==> config.mk <==
export PLATFORM = sky130hd
export DESIGN_NAME = pclip_unit
export DESIGN_NICKNAME = d
export VERILOG_FILES = /design/src/rtl/pclip_pkg.sv /design/src/rtl/pclip_lane.sv /design/src/rtl/pclip_sticky.sv /design/src/rtl/pclip_stage.sv /design/src/rtl/pclip_unit.sv
export SDC_FILE = /design/constraint.sdc
export NUM_CORES = 1
export LEC_CHECK = 0
export ABC_CLOCK_PERIOD_IN_PS = 4500
export BUFFER_PORTS_ARGS = -buffer_cell sky130_fd_sc_hd__buf_4
export CORE_MARGIN = 2
export CORE_UTILIZATION = 37
export CTS_CLUSTER_SIZE = 8
export DETAILED_ROUTE_END_ITERATION = 12
export MAX_ROUTING_LAYER = met4
export SYNTH_ARGS = -nofsm -noshare
export SYNTH_HDL_FRONTEND = slang
export SYNTH_SLANG_ARGS = --single-unit
==> constraint.sdc <==
create_clock -name clk -period 4.5 [get_ports clk]
set_input_delay 0.45 -clock clk [delete_from_list [all_inputs] [get_ports clk]]
set_output_delay 0.45 -clock clk [all_outputs]
set_load 0.01 [all_outputs]
==> src/rtl/pclip_pkg.sv <==
package pclip_pkg;
  localparam int ELEM_W = 32;
  localparam int AMT_W  = 5;
  localparam int AMT_IN_W = 8;
  typedef logic [ELEM_W-1:0] elem_t;
  typedef enum logic {CLIP_SIGNED = 1'b0, CLIP_UNSIGNED = 1'b1} clip_mode_e;
endpackage

==> src/rtl/pclip_lane.sv <==
module pclip_lane
  import pclip_pkg::*;
(
  input  elem_t             din,
  input  logic [AMT_W-1:0]  amt,
  input  logic              uns,
  output elem_t             dout,
  output logic              sat
);
  localparam int WX = ELEM_W + 1;

  logic [WX-1:0]        pow;
  logic signed [WX-1:0] x;
  logic signed [WX-1:0] hi;
  logic signed [WX-1:0] lo;

  always_comb begin
    pow = WX'(1) << amt;
    x   = $signed({din[ELEM_W-1], din});
    hi  = $signed(pow - WX'(1));
    lo  = (clip_mode_e'(uns) == CLIP_UNSIGNED) ? '0 : $signed(-pow);
    if (x > hi) begin
      dout = hi[ELEM_W-1:0];
      sat  = 1'b1;
    end else if (x < lo) begin
      dout = lo[ELEM_W-1:0];
      sat  = 1'b1;
    end else begin
      dout = din;
      sat  = 1'b0;
    end
  end
endmodule

==> src/rtl/pclip_sticky.sv <==
module pclip_sticky (
  input  logic clk,
  input  logic rst_n,
  input  logic set_i,
  input  logic clr_i,
  output logic flag_o
);
  always_ff @(posedge clk) begin
    if (!rst_n)      flag_o <= 1'b0;
    else if (set_i)  flag_o <= 1'b1;
    else if (clr_i)  flag_o <= 1'b0;
  end

  p_set_r7: assert property (@(posedge clk) disable iff (!rst_n)
    set_i |=> flag_o);
  p_sticky_r7: assert property (@(posedge clk) disable iff (!rst_n)
    flag_o && !clr_i |=> flag_o);
  p_clear_r8: assert property (@(posedge clk) disable iff (!rst_n)
    clr_i && !set_i |=> !flag_o);
endmodule

==> src/rtl/pclip_stage.sv <==
module pclip_stage #(
  parameter int W = 64
) (
  input  logic         clk,
  input  logic         rst_n,
  input  logic         in_valid,
  output logic         in_ready,
  input  logic [W-1:0] in_data,
  output logic         out_valid,
  input  logic         out_ready,
  output logic [W-1:0] out_data
);
  assign in_ready = !out_valid || out_ready;

  always_ff @(posedge clk) begin
    if (!rst_n) begin
      out_valid <= 1'b0;
      out_data  <= '0;
    end else if (in_ready) begin
      out_valid <= in_valid;
      if (in_valid) out_data <= in_data;
    end
  end

  p_hold_r9: assert property (@(posedge clk) disable iff (!rst_n)
    out_valid && !out_ready |=> out_valid && $stable(out_data));
  p_accept_r9: assert property (@(posedge clk) disable iff (!rst_n)
    in_valid && in_ready |=> out_valid);
endmodule

==> src/rtl/pclip_unit.sv <==
module pclip_unit
  import pclip_pkg::*;
#(
  parameter int XLEN = 64
) (
  input  logic                clk,
  input  logic                rst_n,
  input  logic                in_valid,
  output logic                in_ready,
  input  logic [XLEN-1:0]     in_word,
  input  logic [AMT_IN_W-1:0] in_amt,
  input  logic                in_uns,
  output logic                out_valid,
  input  logic                out_ready,
  output logic [XLEN-1:0]     out_word,
  input  logic                sat_clr,
  output logic                sat_flag
);
  localparam int NLANE = XLEN / ELEM_W;

  logic [XLEN-1:0]  clipped;
  logic [NLANE-1:0] lane_sat;
  logic             accept;
  logic             any_sat;

  for (genvar i = 0; i < NLANE; i++) begin : g_lane
    pclip_lane u_lane (
      .din  (in_word[i*ELEM_W +: ELEM_W]),
      .amt  (in_amt[AMT_W-1:0]),
      .uns  (in_uns),
      .dout (clipped[i*ELEM_W +: ELEM_W]),
      .sat  (lane_sat[i])
    );

    p_uns_nonneg_r4: assert property (@(posedge clk) disable iff (!rst_n)
      accept && in_uns |=> !out_word[i*ELEM_W + ELEM_W - 1]);
  end

  assign accept  = in_valid && in_ready;
  assign any_sat = |lane_sat;

  pclip_stage #(.W(XLEN)) u_stage (
    .clk       (clk),
    .rst_n     (rst_n),
    .in_valid  (in_valid),
    .in_ready  (in_ready),
    .in_data   (clipped),
    .out_valid (out_valid),
    .out_ready (out_ready),
    .out_data  (out_word)
  );

  pclip_sticky u_flag (
    .clk    (clk),
    .rst_n  (rst_n),
    .set_i  (accept && any_sat),
    .clr_i  (sat_clr),
    .flag_o (sat_flag)
  );

  p_backpressure_r9: assert property (@(posedge clk) disable iff (!rst_n)
    out_valid && !out_ready |-> !in_ready);
  p_reset_r10: assert property (@(posedge clk)
    !rst_n |=> !out_valid && !sat_flag);
endmodule

* After elaboration in Yosys (flattened, before gate mapping)
Index checks and enable logic that the tools add are counted.
W data, S select, Z words.
** Word-level totals
- Register bits :: 66
- Input bits :: 78
- Output and inout bits :: 67
- Word-level logic and storage cells :: 28
** Cells by class
- $add $sub $neg :: 2
- Magnitude comparators :: 4
- Shift-type cells :: 1
- Mux-type cells :: 11
- Reductions and logical operators :: 7
** Operators by type and width (number)
- $mux W32 :: 4
- $gt A32 B33 Y1 :: 2
- $lt A32 B33 Y1 :: 2
- $mux W33 :: 1
- $neg A33 Y33 :: 1
- $shl A1 B5 Y33 const A :: 1
- $sub A33 B1 Y33 const B :: 1
- $mux W1 :: 6
- $logic_and A1 B1 Y1 :: 2
- $reduce_and A2 Y1 :: 1
- $reduce_bool A2 Y1 :: 1
- $reduce_or A2 Y1 :: 1
- $logic_not A1 Y1 :: 1
- $logic_or A1 B1 Y1 :: 1

* Logic depth before layout (Yosys ltp)
Gate-level depths: netlist (run 1).
- Word-level depth :: 9
- Gate-level depth with buffers :: 24
- Depth with buffers taken out :: 20

* Modules after synthesis
A second synthesis (run 1) with hierarchy kept.
** Second synthesis, totals
- Cells, all modules :: 1245
- Area, all modules :: 9173.8 sq um
** By module, submodules not included
- pclip_lane at g_lane[1].u_lane :: instances 1, cells an instance 505, area each 3248.1 sq um, seq. area each 0.0 sq um
- pclip_lane at g_lane[0].u_lane :: instances 1, cells an instance 454, area each 3219.3 sq um, seq. area each 0.0 sq um
- pclip_stage :: instances 1, cells an instance 282, area each 2655.0 sq um, seq. area each 1301.2 sq um
- pclip_sticky :: instances 1, cells an instance 3, area each 41.3 sq um, seq. area each 20.0 sq um
- pclip_unit :: instances 1, cells an instance 1, area each 10.0 sq um, seq. area each 0.0 sq um

* Worst setup path before layout (run 1)
OpenSTA, ideal clock, no wires.
- Path kind :: input to register
- From :: in in_amt[4]
- To :: reg u_stage.out_data[18]
- Setup time :: 0.122 ns
- Arrival time :: 4.714 ns
- Data required time :: 4.378 ns
- Path slack :: -0.336 ns
- Stages on the path :: 23
- Buffers on the path :: 4
- Cell sequence :: buf_2 or2_2 clkbuf_1 nor3_1 inv_1 ha_1 or2_2 clkbuf_1 o21ai_0 a22o_1 a21oi_1 inv_1 ha_1 nand3_1 nor3_1 a221o_1 a21oi_1 o21ai_0 a211oi_4 buf_6 mux2i_1 nor3_2 a311o_1
** On the way
- Cells in the longest elaborated chain, start to end :: 6
- Elaborated cells on any way between the ends :: 8
- Classes of those cells :: add/sub: 2; order compare: 2; shift: 1; mux: 3
** RTL lines
- start, declared :: RTL line pclip_unit.sv:11 : input logic [AMT_IN_W-1:0] in_amt,
- $shl A1 B5 Y33 * :: RTL line pclip_lane.sv:18 : pow = WX'(1) << amt;
- $neg A33 Y33 :: RTL line pclip_lane.sv:21 : lo = (clip_mode_e'(uns) == CLIP_UNSIGNED) ? '0 : $signed(-pow);
- $mux W33 :: RTL line pclip_lane.sv:21
- $lt A32 B33 Y1 :: RTL line pclip_lane.sv:25 : end else if (x < lo) begin
- $mux W32 :: RTL line pclip_lane.sv:25
- $mux W32 * :: RTL line pclip_lane.sv:22 : if (x > hi) begin
- end signal, assigned :: RTL line pclip_stage.sv:21 : if (in_valid) out_data <= in_data;
- end, declared :: RTL line pclip_stage.sv:11 : output logic [W-1:0] out_data
Every way passes the cells marked *; elsewhere a longest branch is shown, timed or not.
A chain may end at the register's enable or synchronous reset.

* Worst setup path in the final report (run 1)
- From :: in in_amt[2]
- To :: reg u_stage.out_data[14]
Same word-level chain as after synthesis.

==> results of run 1 <==
-- final timing paths --
path | to | slack [ns]
max reg2reg | u_stage.out_data[18] | 2.06
max | u_stage.out_data[14] | 0.25
min | u_stage.out_valid | 0.41
min reg2reg | u_stage.out_data[63] | 0.45
-- flip-flops by register name, summed over array words and instances, names as in the netlist --
signal / cells
u_stage.out_valid: 1
u_flag.flag_o: 1
u_stage.out_data: 64
-- kinds of logic (layout without fill, tap and decap cells) --
logic type | count (synthesis) | after routing | synth area share [%]
AO/OA/AOI/OAI | 234 | 234 | 22.44
XOR/XNOR | 7 | 7 | 0.8322
adder cells (fa/ha/maj) | 129 | 129 | 21.88
buffers and inverters | 107 | 331 | 6.810
flip-flops | 66 | 66 | 17.93
multiplexers | 61 | 61 | 8.339
other | 1 | 4 | 0.05090
AND/OR/NAND/NOR | 304 | 304 | 21.72
-- final cells by class --
type	instances	area share [%]
clock buffers	11	2.455
flip-flops and latches	66	13.37
clock inverters	3	0.1772
well taps	265	3.354
repair buffers	271	21.87
multi-input cells	739	56.98
inverters	46	1.797
-- critical path: cells and delay by family --
family          cells  cell delay [ns]
compound gates      9             1.81
fa+ha+maj           2             0.42
buf+inv             5             0.65
mux                 1             0.24
simple gates        4             0.89
-- where the power goes --
group / internal [µW] / switching [µW]
Combinational: 495 / 586
Sequential: 645 / 33.8
Clock: 380 / 282
Total: 1520 / 902
-- per-layer routing --
metal / up-vias / global-route usage (%) / wire, µm
li1: 3880 / - / -
met1: 3739 / 35.44 / 12590
met2: 277 / 43.67 / 13020
met3: 43 / 4.214 / 1816
met4: 0 / 7.255 / 570
met5: - / - / 0
-- what timing repair did --
action / CTS / global route
hold buffers: 0 / 0
buffers inserted: 0 / 1
endpoints found under the setup margin: 0 / 51
gates resized for setup: 0 / 17
-- metrics by stage --
stage	cells	hold slack [ns]	TNS, ns
4_1_cts	1400	0.4082	0
5_1_grt	1401	0.4389	0
3_3_place_gp	1386	0.4460	-6.096
2_1_floorplan	912	0.4726	0
3_5_place_dp	1386	0.4457	-6.707
6_report	1401	0.4128	0
-- cells in the final DEF, fill, tap and decap left out, types with 6 or more instances in the layout --
| cell | instances |
|---|---|
| sky130_fd_sc_hd__a211o_1 | 14 |
| sky130_fd_sc_hd__o21ai_0 | 31 |
| sky130_fd_sc_hd__a21o_1 | 11 |
| sky130_fd_sc_hd__buf_12 | 9 |
| sky130_fd_sc_hd__a41oi_1 | 6 |
| sky130_fd_sc_hd__dfxtp_1 | 66 |
| sky130_fd_sc_hd__nand3_1 | 36 |
| sky130_fd_sc_hd__clkbuf_16 | 9 |
| sky130_fd_sc_hd__and2_1 | 11 |
| sky130_fd_sc_hd__nor3_2 | 22 |
| sky130_fd_sc_hd__o21ai_1 | 11 |
| sky130_fd_sc_hd__buf_4 | 259 |
| sky130_fd_sc_hd__ha_1 | 126 |
| sky130_fd_sc_hd__nand4_1 | 20 |
| sky130_fd_sc_hd__nand2_1 | 81 |
| sky130_fd_sc_hd__nor3_1 | 37 |
| sky130_fd_sc_hd__inv_1 | 43 |
| sky130_fd_sc_hd__a31oi_1 | 9 |
| sky130_fd_sc_hd__a311o_1 | 16 |
| sky130_fd_sc_hd__a21oi_1 | 57 |
| sky130_fd_sc_hd__nor2_1 | 48 |
| sky130_fd_sc_hd__mux2i_1 | 58 |
| sky130_fd_sc_hd__o221ai_1 | 26 |
| sky130_fd_sc_hd__nor2b_1 | 9 |
==> impl_metrics.yaml, run 1 <==
run_status:
  outcome: "complete, no violations"
power:
  totalPowerFinal_uw: 2422
  vdd.ir_drop.worst_v: 0.0001809
  p_leak_uw: 0.004566
  power-per-cell-area_nw_per_um2: 245.0
yosys:
  synth_seq_area_share_pct: 17.93
  yosysTopAreaCell: "sky130_fd_sc_hd__ha_1"
  synth-seq-cells: 66
  synth_most_common_cell: "sky130_fd_sc_hd__ha_1"
  synth_edf_count: 0
  yosys_warnings: 0
  synth.top_cells.by_area: "sky130_fd_sc_hd__ha_1 22%, sky130_fd_sc_hd__dfxtp_1 18%, sky130_fd_sc_hd__mux2i_1 7.9%, sky130_fd_sc_hd__nand2_1 4.2%, sky130_fd_sc_hd__a21oi_1 3.9%"
  synth_common_cells: "128 x sky130_fd_sc_hd__ha_1, 82 x sky130_fd_sc_hd__nand2_1, 66 x sky130_fd_sc_hd__dfxtp_1, 58 x sky130_fd_sc_hd__a21oi_1, 58 x sky130_fd_sc_hd__mux2i_1"
  ys_dominant_reg_cell: "sky130_fd_sc_hd__dfxtp_1"
  postSynth.asyncResetShare_pct: 0
  syn_inst: 909
  synth_top_area_share_pct: 21.74
  mappedNetlistArea_um2: 7367
  unique_cell_type_count_in_the_yosys_netlist: 73
  synthesis.area_per_instance_um2: 8.105
global_routing:
  antenna_found_initial: 0
  total_global_routing_overflow: 0
  grt_start_max_net_pins: 45
  grtUsageTotal_pct: 27.09
  grt_first_pass_wirelength_um: 43880
  via_count_of_the_first_global_routing_pass: 7682
min_path:
  hold_path.class: "input pin to flop"
  hold_path_depth: 3
  hold_start: "in_valid"
drt:
  vias: 7939
  drcViolationCount: 0
  drt-total-wl_um: 28000
  antenna_left: 0
  dr.first_iter.drc_count: 640
  detail_route.first_pass.iterations: 5
  post_drt_wl_per_cell_um: 19.99
  detail_route.vias_per_cell: 5.667
floorplan:
  die_x_um: 145.1
  die_h_um: 145.1
  core_area_um2: 19530
  die-area_um2: 21060
  core.rowCount: 51
  start_util_pct: 37.73
  ioPinCount: 145
final_layout:
  antenna_cells: 0
  post_route_cells_drive_above_1_share_pct: 29.67
  final-seq-area_um2: 1321
  footprint_of_the_multi_input_gates_um2: 5633
  fill_cells: 1951
  postLayoutCoreUtil_pct: 50.63
  syn_to_final_growth_pct: 34.19
  post-route-cell-area_um2: 9886
  numnets_final: 1339
clock_network:
  insertion_delay_ns: 0.35
  clock-sinks: 66
  worst_setup_hold_path_clk_slew_ns: 0.06
  cts-buffers-inserted: 9
  cts_max_level: 3
  cts_root_buf: "sky130_fd_sc_hd__clkbuf_16"
  tritoncts: "built"
  clock_tree.buffer_depth: 2
setup_path:
  worst-path-max-fanout: 13
  crit_required_ns: 4.73
  timing.critical_path.slowest_stage_cell: "sky130_fd_sc_hd__a221o_1"
  critical_path.endpoint_type: "flop"
  cp_cell_sequence: "buf_4, or2_2, nor3_4, inv_2, ha_4, or2_2, o21ai_0, a31oi_1, inv_1, ha_1, a21oi_1, o21ai_0, a221o_1, a21oi_1, o21ai_1, a211oi_4, buf_4, buf_12, mux2i_1, nor3_2, a311o_1"
  worst-setup-path-type: "input pin to flop"
  r2r.worst_path.cells: 6
  timing.critical_path.from: "in_amt[2]"
  setup.worst_path.start_class: "input pin"
  critPathMaxStageDelay_ns: 0.36
  critical_r2r_launch: "u_stage.out_valid"
  worst-endpoint-arrival_ns: 4.47
sta:
  min_period_over_period_pct: 94.38
  shortest_period_the_worst_path_allows_ns: 4.247
  max_freq_mhz: 235.4
  worst_case_clock_skew_ns: 0.004254
  slew_violations: 0
  hold_viol: 0
  final.setup.worst_slack_ns: 0.2528
  worst_pin_slew_ns: 0.9619
  worst_slew_margin_rel_pct: 35.87
  finalSetupViolCount: 0
  rsz0062_at_grt: "false"
place:
  place_worst_setup_slack_ns: -0.2106
  port_buffers: 141
  place.gp.congestion: 0.9541
  post_dp_cell_area_um2: 9577
  detailedPlacementHpwl_um: 21930
job:
  cap_viol_max_count: 0
Note: power is estimated with default switching activity, not from simulation.
==> run 2, diff against run 1 <==
--- a/config.mk
+++ b/config.mk
@@ -9,9 +9,12 @@
 export BUFFER_PORTS_ARGS = -buffer_cell sky130_fd_sc_hd__buf_4
 export CORE_MARGIN = 2
 export CORE_UTILIZATION = 37
+export CTS_CLUSTER_DIAMETER = 80
 export CTS_CLUSTER_SIZE = 8
 export DETAILED_ROUTE_END_ITERATION = 12
 export MAX_ROUTING_LAYER = met4
+export REMOVE_ABC_BUFFERS = 1
+export SLEW_MARGIN = 20
 export SYNTH_ARGS = -nofsm -noshare
 export SYNTH_HDL_FRONTEND = slang
 export SYNTH_SLANG_ARGS = --single-unit
==> run 2 against run 1 <==
- worst setup slack got worse by 0.19 ns
- sequential power barely moved
- via count rose by 3.8%
- maximum frequency fell by 4.2%
- critical path depth rose by 1
- global-route usage rose by 0.30 points
- final cell count rose by 2.6%
- largest power group unchanged
- worst hold slack got worse by 0.041 ns
- sequential cell count did not move
- core utilization rose by 2.7 points
- highest routed layer unchanged
- count of clock-buffer cells in the layout fell by 2
==> impl_metrics.yaml, run 2 (synthesized netlist as in run 1, its figures left out) <==
final_layout:
  antenna_cells: 0
  numnets_final: 1373
  syn_to_final_growth_pct: 41.47
  fill_cells: 1939
  top_register: "u_stage.out_data"
  final_common_cell: "sky130_fd_sc_hd__buf_4"
  most_frequent_cells_in_the_layout: "286 x sky130_fd_sc_hd__buf_4, 125 x sky130_fd_sc_hd__ha_1, 80 x sky130_fd_sc_hd__nand2_1"
  post_route_cells_drive_above_1_share_pct: 33.79
  largest_register_ff_count: 64
  layout_top_registers: "u_stage.out_data (64), u_flag.flag_o (1), u_stage.out_valid (1)"
  post-route-cell-area_um2: 10420
power:
  power-per-cell-area_nw_per_um2: 249.6
  power.switching_fraction_pct: 37.03
  combPwrFrac_pct: 46.1
  power.sequential.fraction_pct: 26.0
  pwr-share-clk_pct: 27.9
  switchingPower_uw: 963.5
  p_leak_uw: 0.004784
  power_report.internal_total_uw: 1638
  vdd.ir_drop.worst_v: 0.0002043
global_routing:
  total_global_routing_overflow: 0
  grt_start_max_net_pins: 45
  antenna_found_initial: 0
  grtUsageTotal_pct: 27.38
  via_count_of_the_first_global_routing_pass: 7937
  grt_first_pass_wirelength_um: 44420
clock_network:
  cts_hold_buf: 0
  cts_max_level: 3
  worst_setup_hold_path_clk_slew_ns: 0.06
  insertion_delay_ns: 0.35
  clock-sinks: 66
  tritoncts: "built"
  cts-buffers-inserted: 9
  clock_tree.buffer_depth: 2
  cts_root_buf: "sky130_fd_sc_hd__clkbuf_16"
place:
  place.gp.congestion: 0.9493
  detailedPlacementHpwl_um: 22430
  port_buffers: 141
  post_dp_cell_area_um2: 9731
floorplan:
  start_util_pct: 37.73
  die-area_um2: 21060
  ioPinCount: 145
  die_x_um: 145.1
  core.rowCount: 51
  die_h_um: 145.1
  core_area_um2: 19530
job:
  cap_viol_max_count: 0
sta:
  fin_worst_hold_slack_ns: 0.3719
  finalSetupViolCount: 0
  shortest_period_the_worst_path_allows_ns: 4.436
  hold_viol: 0
  worst_pin_slew_ns: 0.9950
  slew_violations: 0
  worst_case_clock_skew_ns: 0.005893
  min_period_over_period_pct: 98.57
  worst_slew_margin_rel_pct: 33.67
  max_freq_mhz: 225.4
drt:
  drt-total-wl_um: 29950
  antenna_left: 0
  post_drt_wl_per_cell_um: 20.84
  vias: 8238
  detail_route.vias_per_cell: 5.733
  dr.first_iter.drc_count: 529
  drcViolationCount: 0
  detail_route.first_pass.iterations: 5
setup_path:
  worst-endpoint-arrival_ns: 4.73
  setup.worst_path.start_class: "input pin"
  crit_required_ns: 4.79
  cp_cell_sequence: "buf_4, or2_2, buf_4, clkinvlp_4, nand3_4, ha_4, or3b_2, buf_4, nor2_1, a41oi_1, o22a_1, ha_1, a21o_1, a21oi_1, o32a_1, nand3_2, a311o_1, a221o_1, and2_4, buf_12, nor3_1, a311o_1"
  critPathMaxStageDelay_ns: 0.47
  critical_path.most_common_cell: "sky130_fd_sc_hd__buf_4"
  worst-path-max-fanout: 18
  critical_path.endpoint_type: "flop"
  worst-setup-path-type: "input pin to flop"
  timing.critical_path.slowest_stage_cell: "sky130_fd_sc_hd__or3b_2"
run_status:
  outcome: "complete, no violations"
min_path:
  hold_path.class: "input pin to flop"
==> run 2: cell count changes in the layout (fill, tap and decap cells not counted), moves of 4 or more <==
| cell | before | now |
|---|---|---|
| sky130_fd_sc_hd__clkbuf_16 | 9 | 14 |
| sky130_fd_sc_hd__clkinvlp_4 | 1 | 5 |
| sky130_fd_sc_hd__mux2i_2 | 0 | 4 |
| sky130_fd_sc_hd__buf_4 | 259 | 286 |
| sky130_fd_sc_hd__mux2i_1 | 58 | 54 |
==> run 2: repair_timing <==
action / CTS / global route
pin swaps: 1 / 9
gates resized for setup: 5 / 48
cloned: 0 / 5
setup buffers: 2 / 4
endpoints found under the setup margin: 48 / 65
==> run 2: final timing paths <==
path	endpoint	depth (start not counted)	start	slack, ns
max	u_stage.out_data[2]	22	in_amt[4]	0.06
min	u_stage.out_valid	3	in_valid	0.37
max reg2reg	u_stage.out_data[14]	6	u_stage.out_valid	2.18
min reg2reg	u_stage.out_data[33]	2	u_stage.out_data[33]	0.46
==> run 2: cell type report <==
type | count | area, µm² | area share, %
multi-input cells | 739 | 5763 | 55.29
clock inverters | 7 | 70.07 | 0.6723
inverters | 46 | 176.4 | 1.693
flip-flops and latches | 66 | 1321 | 12.68
well taps | 265 | 331.6 | 3.181
repair buffers | 305 | 2535 | 24.32
clock buffers | 9 | 225.2 | 2.161
==> run 2: routing by layer <==
metal,share of wire (%),global-route usage (%)
met5,0,-
met4,2.9,7.696
met3,5.7,3.742
met2,46,44.00
met1,46,36.13
==> run 2: worst max-delay path, delay by kind of cell <==
family / cells / cell delay, ns
AOI/OAI and AO/OA: 8 / 1.71
and+or+nand+nor: 7 / 1.39
adders and majority gates: 2 / 0.49
buffers and inverters: 5 / 0.69
==> run 2: power groups by stage <==
stage	logic, µW	clock network [µW]	registers, µW
after floorplan	504	0	714
after global placement	1080	0	690
after detailed placement	1080	0	690
after CTS	1100	739	678
after global routing	1290	757	684
final	1200	725	677
==> run 2: metrics by stage <==
step / worst slack (ns) / instances / total power [µW] / TNS [ns] / util [%]
final: 0.06440 / 1437 / 2602 / 0 / 53.38
after global routing: -0.04867 / 1437 / 2732 / -0.7736 / 53.38
after CTS: 0.01722 / 1428 / 2512 / 0 / 51.52
after detailed placement: -0.5658 / 1410 / 1774 / -26.88 / 49.83
after global placement: -0.5302 / 1410 / 1766 / -24.53 / 49.83
after floorplan: -0.8654 / 851 / 1218 / -29.38 / -
==> run 3, diff against run 2 <==
--- a/config.mk
+++ b/config.mk
@@ -5,7 +5,7 @@
 export SDC_FILE = /design/constraint.sdc
 export NUM_CORES = 1
 export LEC_CHECK = 0
-export ABC_CLOCK_PERIOD_IN_PS = 4500
+export ABC_CLOCK_PERIOD_IN_PS = 4200
 export BUFFER_PORTS_ARGS = -buffer_cell sky130_fd_sc_hd__buf_4
 export CORE_MARGIN = 2
 export CORE_UTILIZATION = 37
==> constraint.sdc (replaced) <==
create_clock -name clk -period 4.2 [get_ports clk]
set_input_delay 0.42 -clock clk [delete_from_list [all_inputs] [get_ports clk]]
set_output_delay 0.42 -clock clk [all_outputs]
set_load 0.01 [all_outputs]
==> run 3 against run 2 <==
- register-to-register slack got worse by 0.08 ns
- cell area rose by 3.2%
- sequential share of layout area fell by 0.39 points
- sequential power rose by 7.1%
==> impl_metrics.yaml, run 3 (synthesized netlist as in run 1, its figures left out) <==
setup_path:
  worst-endpoint-arrival_ns: 4.36
  r2r.worst_path.cells: 6
  path_delay_family: "compound AO/OA/AOI/OAI gates"
  critPathBufInv: 6
  cp_cell_sequence: "buf_4, or2_4, buf_4, clkinvlp_4, nand3_4, ha_4, or2_4, o21ai_2, a22o_1, a21oi_2, inv_2, ha_1, nand3_4, nor3_1, a221o_1, a21oi_2, o21ai_2, a211oi_4, buf_6, buf_12, mux2i_4, nor3_2, a311o_1"
  critical_path.endpoint_type: "flop"
  worst-setup-path-type: "input pin to flop"
  timing.critical_path.slowest_stage_cell: "sky130_fd_sc_hd__a221o_1"
  worst-path-max-fanout: 12
  setup.worst_path.start_class: "input pin"
  crit_required_ns: 4.43
  critical_path.reg2reg.endpoint: "u_stage.out_data[12]"
  critical_r2r_launch: "u_stage.out_valid"
  critPathMaxStageDelay_ns: 0.36
  setup.reg_to_reg.worst_slack_ns: 2.10
sta:
  max_freq_mhz: 242.4
  hold_viol: 0
  worst_case_clock_skew_ns: 0.003733
  slew_violations: 0
  worst_slew_margin_rel_pct: 35.32
  shortest_period_the_worst_path_allows_ns: 4.126
  min_period_over_period_pct: 98.23
  rsz0062_at_grt: "true"
  worst_pin_slew_ns: 0.9702
  finalSetupViolCount: 0
  fin_worst_hold_slack_ns: 0.3442
  totalNegativeSetupSlack_ns: 0
clock_network:
  clock_tree.buffer_depth: 2
  cts-buffers-inserted: 9
  clock-sinks: 66
  cts_max_level: 3
  tritoncts: "built"
  worst_setup_hold_path_clk_slew_ns: 0.06
  cts_root_buf: "sky130_fd_sc_hd__clkbuf_16"
  insertion_delay_ns: 0.35
final_layout:
  syn_to_final_growth_pct: 46.01
  final_common_cell: "sky130_fd_sc_hd__buf_4"
  post-route-cell-area_um2: 10760
  most_frequent_cells_in_the_layout: "293 x sky130_fd_sc_hd__buf_4, 119 x sky130_fd_sc_hd__ha_1, 78 x sky130_fd_sc_hd__nand2_1"
  top_register: "u_stage.out_data"
  layout_top_registers: "u_stage.out_data (64), u_flag.flag_o (1), u_stage.out_valid (1)"
  fill_cells: 1900
  footprint_of_the_multi_input_gates_um2: 6071
  antenna_cells: 0
  final-seq-area_um2: 1321
  post_route_cells_drive_above_1_share_pct: 37.60
  numnets_final: 1382
  largest_register_ff_count: 64
drt:
  antenna_left: 0
  vias: 8195
  detail_route.vias_per_cell: 5.667
  detail_route.first_pass.iterations: 8
  dr.first_iter.drc_count: 624
  drt-total-wl_um: 29310
  post_drt_wl_per_cell_um: 20.27
  drcViolationCount: 0
power:
  power-per-cell-area_nw_per_um2: 256.2
  vdd.ir_drop.worst_v: 0.0001841
  p_leak_uw: 0.004875
min_path:
  hold_start: "in_valid"
  hold_path.class: "input pin to flop"
  holdPathEnd: "u_stage.out_valid"
  hold_path_depth: 3
floorplan:
  die-area_um2: 21060
  die_x_um: 145.1
  start_util_pct: 37.73
  ioPinCount: 145
  die_h_um: 145.1
  core_area_um2: 19530
  core.rowCount: 51
place:
  detailedPlacementHpwl_um: 22380
  post_dp_cell_area_um2: 9746
  place.gp.congestion: 1.012
  port_buffers: 141
global_routing:
  total_global_routing_overflow: 0
  grt.met3_usage_pct: 3.931
  met1_usage_pct: 35.89
  grt_start_max_net_pins: 47
  via_count_of_the_first_global_routing_pass: 7972
  global_route.peak_usage_layer: "met2"
  grt_first_pass_wirelength_um: 44640
  grtUsageTotal_pct: 27.61
  antenna_found_initial: 0
  grt.met2_usage_pct: 44.67
job:
  cap_viol_max_count: 0
run_status:
  outcome: "complete, no violations"
-- run 3: changes by cell type in the layout (fill, tap and decap cells not counted), sizes merged --
cell / previous run / this run
bufinv: 1 / 0
clkinvlp: 5 / 4
clkinv: 2 / 4
clkbuf: 14 / 11
buf: 300 / 312
-- run 3: tightest hold or removal path, stage by stage --
cell and delay, ns:
sky130_fd_sc_hd__buf_4 0.12, sky130_fd_sc_hd__inv_1 0.04, sky130_fd_sc_hd__a21boi_0 0.06
-- run 3: how the worst max path moves through the flow --
| stage | start | endpoint | slack [ns] | cells after the start |
|---|---|---|---|---|
| global route | in_amt[3] | u_stage.out_data[4] | -0.07 | 23 |
| floorplan | in_amt[4] | u_stage.out_data[10] | -1.14 | 18 |
| detailed placement | in_amt[4] | u_stage.out_data[26] | -0.88 | 21 |
| global placement | in_amt[4] | u_stage.out_data[30] | -0.70 | 21 |
| CTS | in_amt[4] | u_stage.out_data[30] | 0.009 | 23 |
| finish | in_amt[3] | u_stage.out_data[22] | 0.07 | 23 |
-- run 3: layout make-up --
type	instances	area share [%]
Inverter	46	1.640
Timing Repair Buffer	314	24.03
Sequential cell	66	12.28
Clock buffer	9	2.094
Multi-Input combinational cell	739	56.44
Clock inverter	7	0.4304
Tap cell	265	3.082
-- run 3: routing by layer --
metal / wire [µm] / share of wire, %
met5: 0 / 0
met1: 13150 / 45
met4: 632 / 2.2
met2: 13880 / 47
met3: 1655 / 5.6
-- run 3: metrics by stage --
step	utilization, %	setup WS, ns	power, µW	cells
2_1_floorplan	-	-1.135	1305	851
3_3_place_gp	49.91	-0.7037	1887	1412
3_5_place_dp	49.91	-0.8754	1895	1412
4_1_cts	52.90	0.008642	2680	1436
5_1_grt	55.09	-0.06521	2905	1446
6_report	55.09	0.07446	2756	1446
-- run 3: repair_timing --
action,4_1_cts,5_1_grt
setup endpoints to repair,65,63
endpoints found under the hold margin,0,0
pin swaps,12,38
buffers inserted,6,9
hold buffers,0,0
resized for setup,50,76
cloned,2,2
-- run 3: power by group --
group	total (µW)	switching (µW)	internal, µW
Clock	713	316	397
Combinational	1320	691	627
Sequential	725	34.1	691
